### config.mk
export PLATFORM = sky130hd
export DESIGN_NAME = smm_remap_top
export DESIGN_NICKNAME = d
export VERILOG_FILES = /design/src/rtl/smm_remap_pkg.sv /design/src/rtl/smm_cfg_reg.sv /design/src/rtl/smm_win_decode.sv /design/src/rtl/smm_rsp_stage.sv /design/src/rtl/smm_remap_top.sv
export SDC_FILE = /design/constraint.sdc
export NUM_CORES = 1
export LEC_CHECK = 0
export BUFFER_PORTS_ARGS = -buffer_cell sky130_fd_sc_hd__buf_2
export CAP_MARGIN = 20
export CORE_MARGIN = 2
export CORE_UTILIZATION = 39
export DETAILED_ROUTE_END_ITERATION = 6
export PLACE_DENSITY_LB_ADDON = 0.08
export SLEW_MARGIN = 25
export SYNTH_ARGS = -nofsm -noshare
export SYNTH_HDL_FRONTEND = slang
export SYNTH_HIERARCHICAL = 1
export SYNTH_SLANG_ARGS = --single-unit
### constraint.sdc
create_clock -name clk -period 2 [get_ports clk]
set_input_delay 0.4 -clock clk [delete_from_list [all_inputs] [get_ports clk]]
set_output_delay 0.4 -clock clk [all_outputs]
set_load 0.01 [all_outputs]
### src/rtl/smm_remap_pkg.sv
package smm_remap_pkg;

  typedef enum logic [1:0] {
    SEL_HI_ALIAS = 2'b00,
    SEL_DIRECT   = 2'b01,
    SEL_LO_ALIAS = 2'b10,
    SEL_NONE     = 2'b11
  } win_sel_e;

  // bit 4 guard, bits 3:2 select, bit 1 open, bit 0 enable
  typedef struct packed {
    logic     guard;
    win_sel_e sel;
    logic     open;
    logic     enable;
  } smm_cfg_t;

  localparam int CFG_W  = $bits(smm_cfg_t);
  localparam int SEG_W  = 20;
  localparam int NUM_WIN = 3;

  typedef struct packed {
    logic [SEG_W-1:0] cpu_base;
    logic [SEG_W-1:0] phys_base;
    logic [4:0]       off_bits;
  } win_desc_t;

  function automatic win_desc_t win_lookup(win_sel_e s);
    win_desc_t d;
    case (s)
      SEL_HI_ALIAS: d = '{cpu_base: 20'hB0000, phys_base: 20'hD0000, off_bits: 5'd16};
      SEL_DIRECT:   d = '{cpu_base: 20'hA0000, phys_base: 20'hA0000, off_bits: 5'd17};
      SEL_LO_ALIAS: d = '{cpu_base: 20'hB0000, phys_base: 20'h30000, off_bits: 5'd16};
      default:      d = '{cpu_base: '0, phys_base: '0, off_bits: 5'd0};
    endcase
    return d;
  endfunction

endpackage

### src/rtl/smm_cfg_reg.sv
module smm_cfg_reg
  import smm_remap_pkg::*;
#(
  parameter int BUS_W = 8
) (
  input  logic             clk,
  input  logic             rst_n,
  input  logic             we,
  input  logic [BUS_W-1:0] wdata,
  output smm_cfg_t         cfg,
  output logic [BUS_W-1:0] rdata
);
  localparam int PAD_W = BUS_W - CFG_W;

  smm_cfg_t cfg_q;

  always_ff @(posedge clk) begin
    if (!rst_n)  cfg_q <= '0;
    else if (we) cfg_q <= smm_cfg_t'(wdata[CFG_W-1:0]);
  end

  assign cfg   = cfg_q;
  assign rdata = {{PAD_W{1'b0}}, cfg_q};
endmodule

### src/rtl/smm_win_decode.sv
module smm_win_decode
  import smm_remap_pkg::*;
#(
  parameter int ADDR_W = 32
) (
  input  smm_cfg_t          cfg,
  input  logic [ADDR_W-1:0] addr,
  input  logic              smm,
  output logic [ADDR_W-1:0] out_addr,
  output logic              dram,
  output logic              guard
);
  localparam int HI_W = ADDR_W - SEG_W;

  logic [NUM_WIN-1:0] cpu_match;
  logic [NUM_WIN-1:0] phys_match;
  logic [ADDR_W-1:0]  xlat [NUM_WIN];
  logic               below_1m;

  assign below_1m = (addr[ADDR_W-1:SEG_W] == '0);

  for (genvar g = 0; g < NUM_WIN; g++) begin : g_win
    localparam win_desc_t D = win_lookup(win_sel_e'(2'(g)));
    logic [SEG_W-1:0] mask;
    assign mask          = (SEG_W'(1) << D.off_bits) - SEG_W'(1);
    assign cpu_match[g]  = below_1m && ((addr[SEG_W-1:0] & ~mask) == D.cpu_base);
    assign phys_match[g] = below_1m && ((addr[SEG_W-1:0] & ~mask) == D.phys_base);
    assign xlat[g]       = {{HI_W{1'b0}}, D.phys_base | (addr[SEG_W-1:0] & mask)};
  end

  logic win_on, in_cpu, in_phys, reachable;
  logic [ADDR_W-1:0] sel_xlat;

  always_comb begin
    in_cpu   = 1'b0;
    in_phys  = 1'b0;
    sel_xlat = addr;
    win_on   = cfg.enable && (cfg.sel != SEL_NONE);
    case (cfg.sel)
      SEL_HI_ALIAS: begin in_cpu = cpu_match[0]; in_phys = phys_match[0]; sel_xlat = xlat[0]; end
      SEL_DIRECT:   begin in_cpu = cpu_match[1]; in_phys = phys_match[1]; sel_xlat = xlat[1]; end
      SEL_LO_ALIAS: begin in_cpu = cpu_match[2]; in_phys = phys_match[2]; sel_xlat = xlat[2]; end
      default:      ;
    endcase
    reachable = smm || cfg.open;
    dram      = win_on && in_cpu && reachable;
    out_addr  = dram ? sel_xlat : addr;
    guard     = win_on && cfg.guard && in_phys && !dram;
  end
endmodule

### src/rtl/smm_rsp_stage.sv
module smm_rsp_stage #(
  parameter int W = 34
) (
  input  logic         clk,
  input  logic         rst_n,
  input  logic         in_valid,
  output logic         in_ready,
  input  logic [W-1:0] in_data,
  output logic         out_valid,
  input  logic         out_ready,
  output logic [W-1:0] out_data
);
  logic         valid_q;
  logic [W-1:0] data_q;

  assign in_ready = !valid_q || out_ready;

  always_ff @(posedge clk) begin
    if (!rst_n)        valid_q <= 1'b0;
    else if (in_ready) valid_q <= in_valid;
  end

  always_ff @(posedge clk) begin
    if (!rst_n)                     data_q <= '0;
    else if (in_ready && in_valid)  data_q <= in_data;
  end

  assign out_valid = valid_q;
  assign out_data  = data_q;
endmodule

### src/rtl/smm_remap_top.sv
module smm_remap_top
  import smm_remap_pkg::*;
#(
  parameter int ADDR_W = 32,
  parameter int BUS_W  = 8
) (
  input  logic              clk,
  input  logic              rst_n,
  input  logic              cfg_we,
  input  logic [BUS_W-1:0]  cfg_wdata,
  output logic [BUS_W-1:0]  cfg_rdata,
  input  logic              req_valid,
  output logic              req_ready,
  input  logic [ADDR_W-1:0] req_addr,
  input  logic              req_smm,
  output logic              rsp_valid,
  input  logic              rsp_ready,
  output logic [ADDR_W-1:0] rsp_addr,
  output logic              rsp_dram,
  output logic              rsp_guard
);
  localparam int PAY_W = ADDR_W + 2;

  smm_cfg_t          cfg;
  logic [ADDR_W-1:0] dec_addr;
  logic              dec_dram, dec_guard;
  logic [PAY_W-1:0]  pay_out;

  smm_cfg_reg #(.BUS_W(BUS_W)) u_cfg (
    .clk(clk), .rst_n(rst_n), .we(cfg_we), .wdata(cfg_wdata),
    .cfg(cfg), .rdata(cfg_rdata)
  );

  smm_win_decode #(.ADDR_W(ADDR_W)) u_dec (
    .cfg(cfg), .addr(req_addr), .smm(req_smm),
    .out_addr(dec_addr), .dram(dec_dram), .guard(dec_guard)
  );

  smm_rsp_stage #(.W(PAY_W)) u_rsp (
    .clk(clk), .rst_n(rst_n),
    .in_valid(req_valid), .in_ready(req_ready),
    .in_data({dec_dram, dec_guard, dec_addr}),
    .out_valid(rsp_valid), .out_ready(rsp_ready), .out_data(pay_out)
  );

  assign rsp_dram  = pay_out[PAY_W-1];
  assign rsp_guard = pay_out[PAY_W-2];
  assign rsp_addr  = pay_out[ADDR_W-1:0];
endmodule

==> results.cfg <==
[final_layout]
n_antenna_cell = 0
seqCellArea_um2 = 802
final_util_pct = 45.1
layout-drive-gt1-share_pct = 35.3
layout.nets = 340
n_fill_cell = 574
syn_to_final_growth_pct = 13.4
multi_input_area_um2 = 992
fin_area_um2 = 2450

[power]
sw_frac_of_total_pct = 27.3
power_frac_comb_pct = 17.7
ir_drop_v = 0.000305
clkPwrFrac_pct = 30.5
total_power_uw = 1680
power.density_nw_per_um2 = 686
pwr-share-seq_pct = 51.8
p_int_uw = 1220
p_sw_uw = 459
p_leak_uw = 0.00123

[setup_path]
path_max_fanout = 6
r2r_slack_ps = 190
worst-setup-path-type = register to register
worstSetupStartpointType = register
arrival_ps = 1980
cp.required_ps = 2180
rr_worst_depth = 6
end_kind = register

[route]
vias = 1596
ant_nets = 0
drt_iter0_drc = 55
drt_pass1_iterations = 4
routed_wirelength_mm = 4.12
drc_errors = 0
wire_per_inst_um = 11.4
via_per_inst = 4.42

[sta]
setup_viol = 0
hold_viol_final = 0
finalSetupTns_ps = 0
fmax_mhz = 553
min_period_ps = 1810
fin_crit_sh_pct = 90.4
rsz0062_at_grt = false
maxSlewViolCount = 0
skew_ps = 4.74
hold_slack_ps = 349

[synth]
syn_area_per_cell_um2 = 8.91
syn_inst = 243
synth_edf_count = 0
synthSimpleGateAreaFrac_pct = 20.4
synth_seq_cells = 40
ys.flop_type = dfxtp_1
synth_xor_area_share_pct = 0
synth_adder_area_share_pct = 2.89
synth_compound_area_share_pct = 3.99
synth_seq_area_share_pct = 37.0
synth_cell_types = 35
async_flop_share_pct = 0
synth_top_family_by_area = simple AND/OR/NAND/NOR gates
synthMuxAreaShare_pct = 18.0
syn_area_um2 = 2160
yosysWarnings = 6

[global_routing]
grt_pass1_vias = 1557
grt.overflow.total = 0
grt_max_degree = 75
grt_usage_pct = 13.8
grt_first_pass_wirelength_mm = 6.83
antenna_found_initial = 0

[cts]
htree_levels = 2
cts_tree = built
postCtsHoldBufs = 0
post-cts-setup-buffers = 0
clock_latency_ps = 280
cts.clk_slew.worst_paths_ps = 80
numCtsBuffers = 5
ctsLongestPathBuffers = 2
cts_root_buf = clkbuf_8
clock-sinks = 40

[worst_hold_path]
hp-class = input pin to register
hold_depth = 3

[floorplan]
pin_count = 90
fp.coreArea_um2 = 5440
die_w_um = 78.5
dieArea_um2 = 6160
dieHeight_um = 78.5
rows = 27
start_util_pct = 39.8

[status]
outcome = finished, final reports clean

[placement]
place_area_um2 = 2380
place_congestion = 0.800
dp_hpwl_mm = 2.91
port_buffers = 83

[job]
maxCapViolations = 0
cells by family after synthesis:
| group | Yosys count |
|---|---|
| simple gates | 91 |
| buf+inv | 57 |
| flops | 40 |
| mux | 39 |
| compound gates | 10 |
| fa+ha+maj | 5 |
| other cells | 1 |
sequential cells by signal (all words and copies together), names as in the netlist:
register,count
u_rsp/out_data,34
u_cfg/cfg,5
u_rsp/out_valid,1
timing repair:
item | CTS | global route
hold endpoints to repair | 0 | 0
setup endpoints to repair | 0 | 2
gates resized for setup | 0 | 1
critical path, cell delays in order (launching register included):
cell     delay (ps)
dfxtp_1         370
ha_1            230
nor4b_4         280
nand4_2         220
o41a_1          470
nand2_1          60
mux2i_1          60
placed cells by master (no fill, tap or decap), types with 2 or more instances in the layout:
master / netlist / routed
buf_2: 4 / 83
nand2_1: 70 / 70
mux2i_1: 39 / 39
dfxtp_1: 40 / 39
inv_1: 8 / 8
clkbuf_8: 0 / 5
nor2b_1: 5 / 5
ha_1: 5 / 5
conb_1: 1 / 3
buf_12: 3 / 2
nor4_2: 2 / 2
nor3_1: 2 / 2
or2_2: 2 / 2
o41a_1: 2 / 2
metal layers:
layer  wire (µm)  track usage, %  up-vias
li1            -               -      841
met1        1950            16.5      699
met2        1840            23.3       54
met3         307            4.37        2
met4          25            4.74        0
met5           0               0        -
synth_stat cells, types with 2 or more instances:
master	count	share of area (%)
nor3_1	2	0.46
nor4_2	2	1.2
or2_2	2	0.58
clkbuf_1	15	2.6
buf_4	24	8.3
inv_1	8	1.4
buf_12	3	2.8
o41a_1	2	1.0
buf_2	4	0.92
buf_6	2	1.0
dfxtp_1	40	37
mux2i_1	39	18
nand2_1	70	12
ha_1	5	2.9
nor2b_1	5	1.4
final timing paths:
kind,from,to
hold reg to reg,u_rsp/out_data[12]$_SDFFE_PN0P_,u_rsp/out_data[12]$_SDFFE_PN0P_
setup / recovery,u_cfg/cfg[3]$_SDFFE_PN0P_,u_rsp/out_data[19]$_SDFFE_PN0P_
setup reg to reg,u_cfg/cfg[3]$_SDFFE_PN0P_,u_rsp/out_data[19]$_SDFFE_PN0P_
hold / removal,req_addr[6],u_rsp/out_data[6]$_SDFFE_PN0P_
area by class of cell:
class	count	area share (%)
Timing Repair Buffer	86	18.9
Clock inverter	1	0.204
Tap cell	72	3.67
Multi-Input combinational cell	148	40.4
Inverter	8	1.22
Sequential cell	40	32.7
Clock buffer	6	2.96
per-stage QoR:
step | std cells | setup slack [ps]
after floorplan | 245 | 323
after global placement | 354 | 125
after detailed placement | 354 | 121
after CTS | 361 | 113
after global routing | 361 | 17.4
final | 361 | 191
power groups by stage:
stage          clock (µW)  sequential [µW]  combinational (µW)
5_1_grt               573              881                 330
3_3_place_gp            0              890                 301
4_1_cts               546              873                 302
3_5_place_dp            0              891                 301
2_1_floorplan           0              911                 212
6_report              513              873                 298
(Power assumes the default switching activity.)
